--- src/rtl/led_scan_keys.sv ---
module led_scan_keys #(
  parameter int TICK_CYC    = 8200,
  parameter int SETTLE_CYC  = 4,
  parameter int DEB_SAMPLES = 64,
  parameter int BRIGHT_MAX  = 4,
  parameter int DP_DIGIT    = 2,
  parameter int LZ_STOP     = 2
)(
  input  logic        clk,
  input  logic        rst_n,
  input  logic [27:0] digit_codes,
  input  logic        lock_on,
  input  logic [1:0]  key_sense,
  output logic [6:0]  dig_en_n,
  output logic [7:0]  seg,
  output logic [1:0]  key_drv,
  output logic [3:0]  key_press
);
  localparam int TW = $clog2(TICK_CYC);
  localparam int SW = $clog2(SETTLE_CYC + 1);
  localparam int DW = $clog2(DEB_SAMPLES + 1);
  localparam int BW = $clog2(BRIGHT_MAX + 1);

  typedef enum logic [1:0] {PH_SHOW, PH_GRP0, PH_GRP1} phase_t;

  phase_t        ph;
  logic [TW-1:0] tcnt;
  logic [SW-1:0] scnt;
  logic [2:0]    dig, shown;
  logic          lit, lz;
  logic [BW-1:0] blink, bright;
  logic [1:0]    grp0;
  logic [3:0]    prev, deb;
  logic [DW-1:0] sc, sc_n;
  logic [7:0]    seg_q;

  function automatic logic [6:0] seg7(input logic [3:0] c);
    case (c)
      4'd0:    seg7 = 7'h3F;
      4'd1:    seg7 = 7'h06;
      4'd2:    seg7 = 7'h5B;
      4'd3:    seg7 = 7'h4F;
      4'd4:    seg7 = 7'h66;
      4'd5:    seg7 = 7'h6D;
      4'd6:    seg7 = 7'h7D;
      4'd7:    seg7 = 7'h07;
      4'd8:    seg7 = 7'h7F;
      4'd9:    seg7 = 7'h6F;
      4'd11:   seg7 = 7'h40;
      default: seg7 = 7'h00;
    endcase
  endfunction

  wire       tick     = (tcnt == TW'(TICK_CYC - 1));
  wire       settled  = (scnt == SW'(SETTLE_CYC - 1));
  wire [2:0] dsel     = (dig > 3'd6) ? 3'd6 : dig;
  wire [3:0] code     = digit_codes[{dsel, 2'b00} +: 4];
  wire       frame_on = (blink == '0);
  wire       lz_blank = lz && (dsel != 3'(LZ_STOP)) && (code == 4'd0);
  wire       dp_on    = frame_on && (lock_on || dsel == 3'(DP_DIGIT));
  wire [3:0] pat      = {key_sense, grp0};

  always_comb begin
    if (pat != prev)                    sc_n = DW'(1);
    else if (sc < DW'(DEB_SAMPLES))     sc_n = sc + 1'b1;
    else                                sc_n = sc;
  end

  wire       accept = (sc_n == DW'(DEB_SAMPLES)) && (pat != deb);
  wire [3:0] rise   = pat & ~deb;

  always_ff @(posedge clk or negedge rst_n) begin
    if (!rst_n) begin
      ph        <= PH_SHOW;
      tcnt      <= '0;
      scnt      <= '0;
      dig       <= 3'd6;
      shown     <= 3'd6;
      lit       <= 1'b0;
      lz        <= 1'b1;
      blink     <= '0;
      bright    <= BW'(1);
      grp0      <= '0;
      prev      <= '0;
      deb       <= '0;
      sc        <= '0;
      seg_q     <= '0;
      key_press <= '0;
    end else begin
      tcnt      <= tick ? '0 : tcnt + 1'b1;
      key_press <= '0;
      case (ph)
        PH_SHOW: if (tick) begin
          ph   <= PH_GRP0;
          scnt <= '0;
        end
        PH_GRP0: if (settled) begin
          grp0 <= key_sense;
          ph   <= PH_GRP1;
          scnt <= '0;
        end else scnt <= scnt + 1'b1;
        PH_GRP1: if (settled) begin
          ph    <= PH_SHOW;
          lit   <= 1'b1;
          shown <= dsel;
          seg_q <= {dp_on, (frame_on && !lz_blank) ? seg7(code) : 7'h00};
          if (dsel == 3'd0) begin
            dig   <= 3'd6;
            lz    <= 1'b1;
            blink <= (frame_on ? bright : blink) - 1'b1;
          end else begin
            dig <= dsel - 1'b1;
            lz  <= lz_blank;
          end
          prev <= pat;
          sc   <= sc_n;
          if (accept) begin
            deb       <= pat;
            key_press <= rise;
            if (rise[0])
              bright <= (bright >= BW'(BRIGHT_MAX)) ? BW'(1) : bright + 1'b1;
          end
        end else scnt <= scnt + 1'b1;
        default: ph <= PH_SHOW;
      endcase
    end
  end

  assign key_drv  = (ph == PH_GRP0) ? 2'b01 : (ph == PH_GRP1) ? 2'b10 : 2'b00;
  assign dig_en_n = (ph == PH_SHOW && lit) ? ~(7'd1 << shown) : 7'h7F;
  assign seg      = (ph == PH_SHOW && lit) ? seg_q : 8'h00;

  assert_one_digit_R1: assert property (@(posedge clk) disable iff (!rst_n)
    $countones(~dig_en_n) <= 1);
  assert_dig_range_R1: assert property (@(posedge clk) disable iff (!rst_n)
    dig <= 3'd6);
  assert_dark_keyread_R6: assert property (@(posedge clk) disable iff (!rst_n)
    (key_drv != 2'b00) |-> (dig_en_n == 7'h7F && seg == 8'h00));
  assert_drv_onehot_R6: assert property (@(posedge clk) disable iff (!rst_n)
    $onehot0(key_drv));
  assert_press_accepted_R7: assert property (@(posedge clk) disable iff (!rst_n)
    (key_press & ~deb) == 4'd0);
  assert_press_pulse_R8: assert property (@(posedge clk) disable iff (!rst_n)
    (key_press != 4'd0) |=> (key_press == 4'd0));
  assert_bright_range_R9: assert property (@(posedge clk) disable iff (!rst_n)
    (bright >= BW'(1)) && (bright <= BW'(BRIGHT_MAX)));
endmodule

--- config.mk ---
export PLATFORM = sky130hd
export DESIGN_NAME = led_scan_keys
export DESIGN_NICKNAME = d
export VERILOG_FILES = /design/src/rtl/led_scan_keys.sv
export SDC_FILE = /design/constraint.sdc
export NUM_CORES = 1
export LEC_CHECK = 0
export BUFFER_PORTS_ARGS = -buffer_cell sky130_fd_sc_hd__buf_2
export CAP_MARGIN = 20
export CORE_MARGIN = 2
export CORE_UTILIZATION = 57
export CTS_CLUSTER_SIZE = 14
export DETAILED_ROUTE_END_ITERATION = 8
export GPL_TIMING_DRIVEN = 1
export PLACE_DENSITY = 0.8
export RECOVER_POWER = 50
export SLEW_MARGIN = 20
export SYNTH_ARGS = -nofsm -noshare
export SYNTH_HDL_FRONTEND = slang
export SYNTH_SLANG_ARGS = --single-unit
--- constraint.sdc ---
create_clock -name clk -period 3.15 [get_ports clk]
set_input_delay 0.63 -clock clk [delete_from_list [all_inputs] [get_ports clk]]
set_output_delay 0.63 -clock clk [all_outputs]
set_load 0.05 [all_outputs]
==> metrics <==
setup bufs post-CTS 0; Clock transition at path regs 0.07 ns; post-synth cell types 59; setup violators final 0; post_cts resized 0; unrepaired setup endpoints after global routing no; leading area contributor after synthesis dfrtp_1; Crit. End Element primary output; Clk Latency, worst-skew pair 0.34 ns; post-synth top area share 38.11%; Net Sw Power 0.3531 mW; final core utilization 67.09%; Synth Cell Area 3677 µm²; Crit Path Class flop to primary output; pwr dens 393.1 nW/µm²; cell count after synthesis 373; GRT Util Overall 22.68%; number of enable flip-flop cells after synthesis 0; synthesized area per cell 9.859 µm²; antenna violations before repair 0; most frequent cell after synthesis dfrtp_1; wire per inst 14.75 µm; vias in the first global route 2,846; Max Fclk 385.5 MHz; drt via density 5.646; Post-DRT Antenna Nets 0; max cap viols 0; clock share of power 46.8%; ys flop type dfrtp_1; via count 2,885; largest net degree at the start of global routing 33; critical path data required time 2.52 ns; clock skew 0.007111 ns; ANT cells 0; sequential share of power 48.3%; CTS H-Tree Depth 3; die footprint 7110 µm²; routability cong. 0.9053; WL met1 3.334 mm; worst rel slew slack 7.606%; Max Used Layer met4; clock sink count 62; hold buffer count at CTS 0; final hold violation count 0; Ports 54; first-pass GRT wire length 13.11 mm; CTS tree done; Arrival @ worst endpoint 1.96 ns; Mapped Nets 430; # nets final 486; core box area 6277 µm²; dpl ws 0.6533 ns; final worst setup slack 0.5561 ns; die width 84.32 µm; Sw Ratio 21.33%; drt total wl 7.535 mm; row count 29; register area share after synthesis 42.40%; Max FO, Critical Path 13; Tcrit/Tclk final 82.34%; Hold Path Class primary input to asynchronous set/reset pin; startpoint type of the worst setup path flop; DRC Markers 0; Peak VDD IR 0.0003197 V; worst hold margin 0.4077 ns; fraction of layout cells with a size suffix above 1 23.50%; post-route minimum period 2.594 ns; Max Root-Sink Buffers 2; synth warn 0; register bit total from synthesis 62; Synth area leaders dfrtp_1, ha_1, nand2_1, dfstp_2, mux2_2; post-synthesis async set-or-reset flop share 100.0%; DP HPWL 5.627 mm; DR pass1 iterations 5; Root Driver clkbuf_8; initial DRC count 162; outcome completed; global route overflow 0; met3 WL 303 µm; Static Leak 1.991 nW; worst slew pin tran 1.386 ns; fin. max-slew vios 0; die span in y 84.32 µm; Starting Density 58.58%; total CTS buffers 9; WL met2 3.733 mm; P_int 1.302 mW; Logic pwr share 4.9%; setup TNS 0 ns; port bufs 53; Commonest cells post-synth dfrtp_1, nand2_1, nor2_1, ha_1, inv_1; synth-to-layout area growth 14.53%
[power groups by stage]
stage               clock network [mW]  registers, mW  logic (mW)
floorplan                            0          0.814      0.0376
global placement                     0          0.814      0.0800
detailed placement                   0          0.814      0.0827
CTS                              0.784          0.800      0.0841
global route                     0.822          0.799      0.0928
finish                           0.774          0.800      0.0815
[per-layer routing]
metal  GRT usage (%)  vias to the layer above
li1                -                     1400
met1           30.17                     1402
met2           36.87                       64
met3           4.621                       19
met4           8.504                        0
met5               0                        -
[registers in the layout, summed over array words and instances, names as in the netlist]
signal and cells:
shown 3, blink 3, prev 4, scnt 3, grp0 2, ph 2
lit 1, seg_q 8, deb 4, dig 3, key_press 4, lz 1
tcnt 14, bright 3, sc 7
[cells by family (layout without fill, tap and decap cells)]
group | after synthesis | after routing | share of synthesized area [%]
mux | 32 | 32 | 10.75
flops | 62 | 62 | 42.40
buf+inv | 37 | 98 | 4.253
fa+ha+maj | 24 | 24 | 8.166
compound gates | 53 | 53 | 9.596
simple gates | 148 | 148 | 20.79
xor+xnor | 17 | 17 | 4.049
[stage by stage]
stage | area [µm²] | power, mW | std cells
after floorplan | 3677 | 0.8517 | 373
after global placement | 4006 | 0.8941 | 495
after detailed placement | 4006 | 0.8970 | 495
after CTS | 4223 | 1.667 | 511
after global routing | 4212 | 1.714 | 511
final | 4212 | 1.655 | 511
[worst max-delay path, stage by stage, from the launching register on]
cell and delay, ns:
dfrtp_1 0.41, inv_1 0.12, ha_1 0.40, nand2_1 0.09, nor2_1 0.21, nand3_1 0.14
buf_2 0.23
[cells in the final DEF (no fill, tap or decap), types with 12 or more instances in the layout]
cell	synthesis	final
buf_2	1	50
nor2_1	28	28
xnor2_1	12	12
mux2_2	12	12
dfrtp_1	56	56
o21ai_0	16	16
inv_1	24	24
ha_1	24	24
nand2_1	51	51
[path summary, 6_finish.rpt]
kind / from / endpoint / slack [ns] / cells after the start
max in group asynchronous: rst_n / shown[0] / 0.95 / 2
max: ph[0] / dig_en_n[5] / 0.56 / 6
min: rst_n / tcnt[2] / 0.41 / 1
max reg2reg: dig[0] / seg_q[2] / 0.65 / 5
min reg2reg: lz / lz / 0.47 / 2
min in group clk: lz / lz / 0.47 / 2
[final cells by class]
cell class	count	area, µm²
clock buffer	13	148.9
clock inverter	3	67.56
fill	512	2066
inverter	25	93.84
multi-input combinational	274	1962
sequential	62	1559
tap	77	96.34
timing repair buffer	57	284.0
Note: power is estimated with default switching activity, not from simulation.
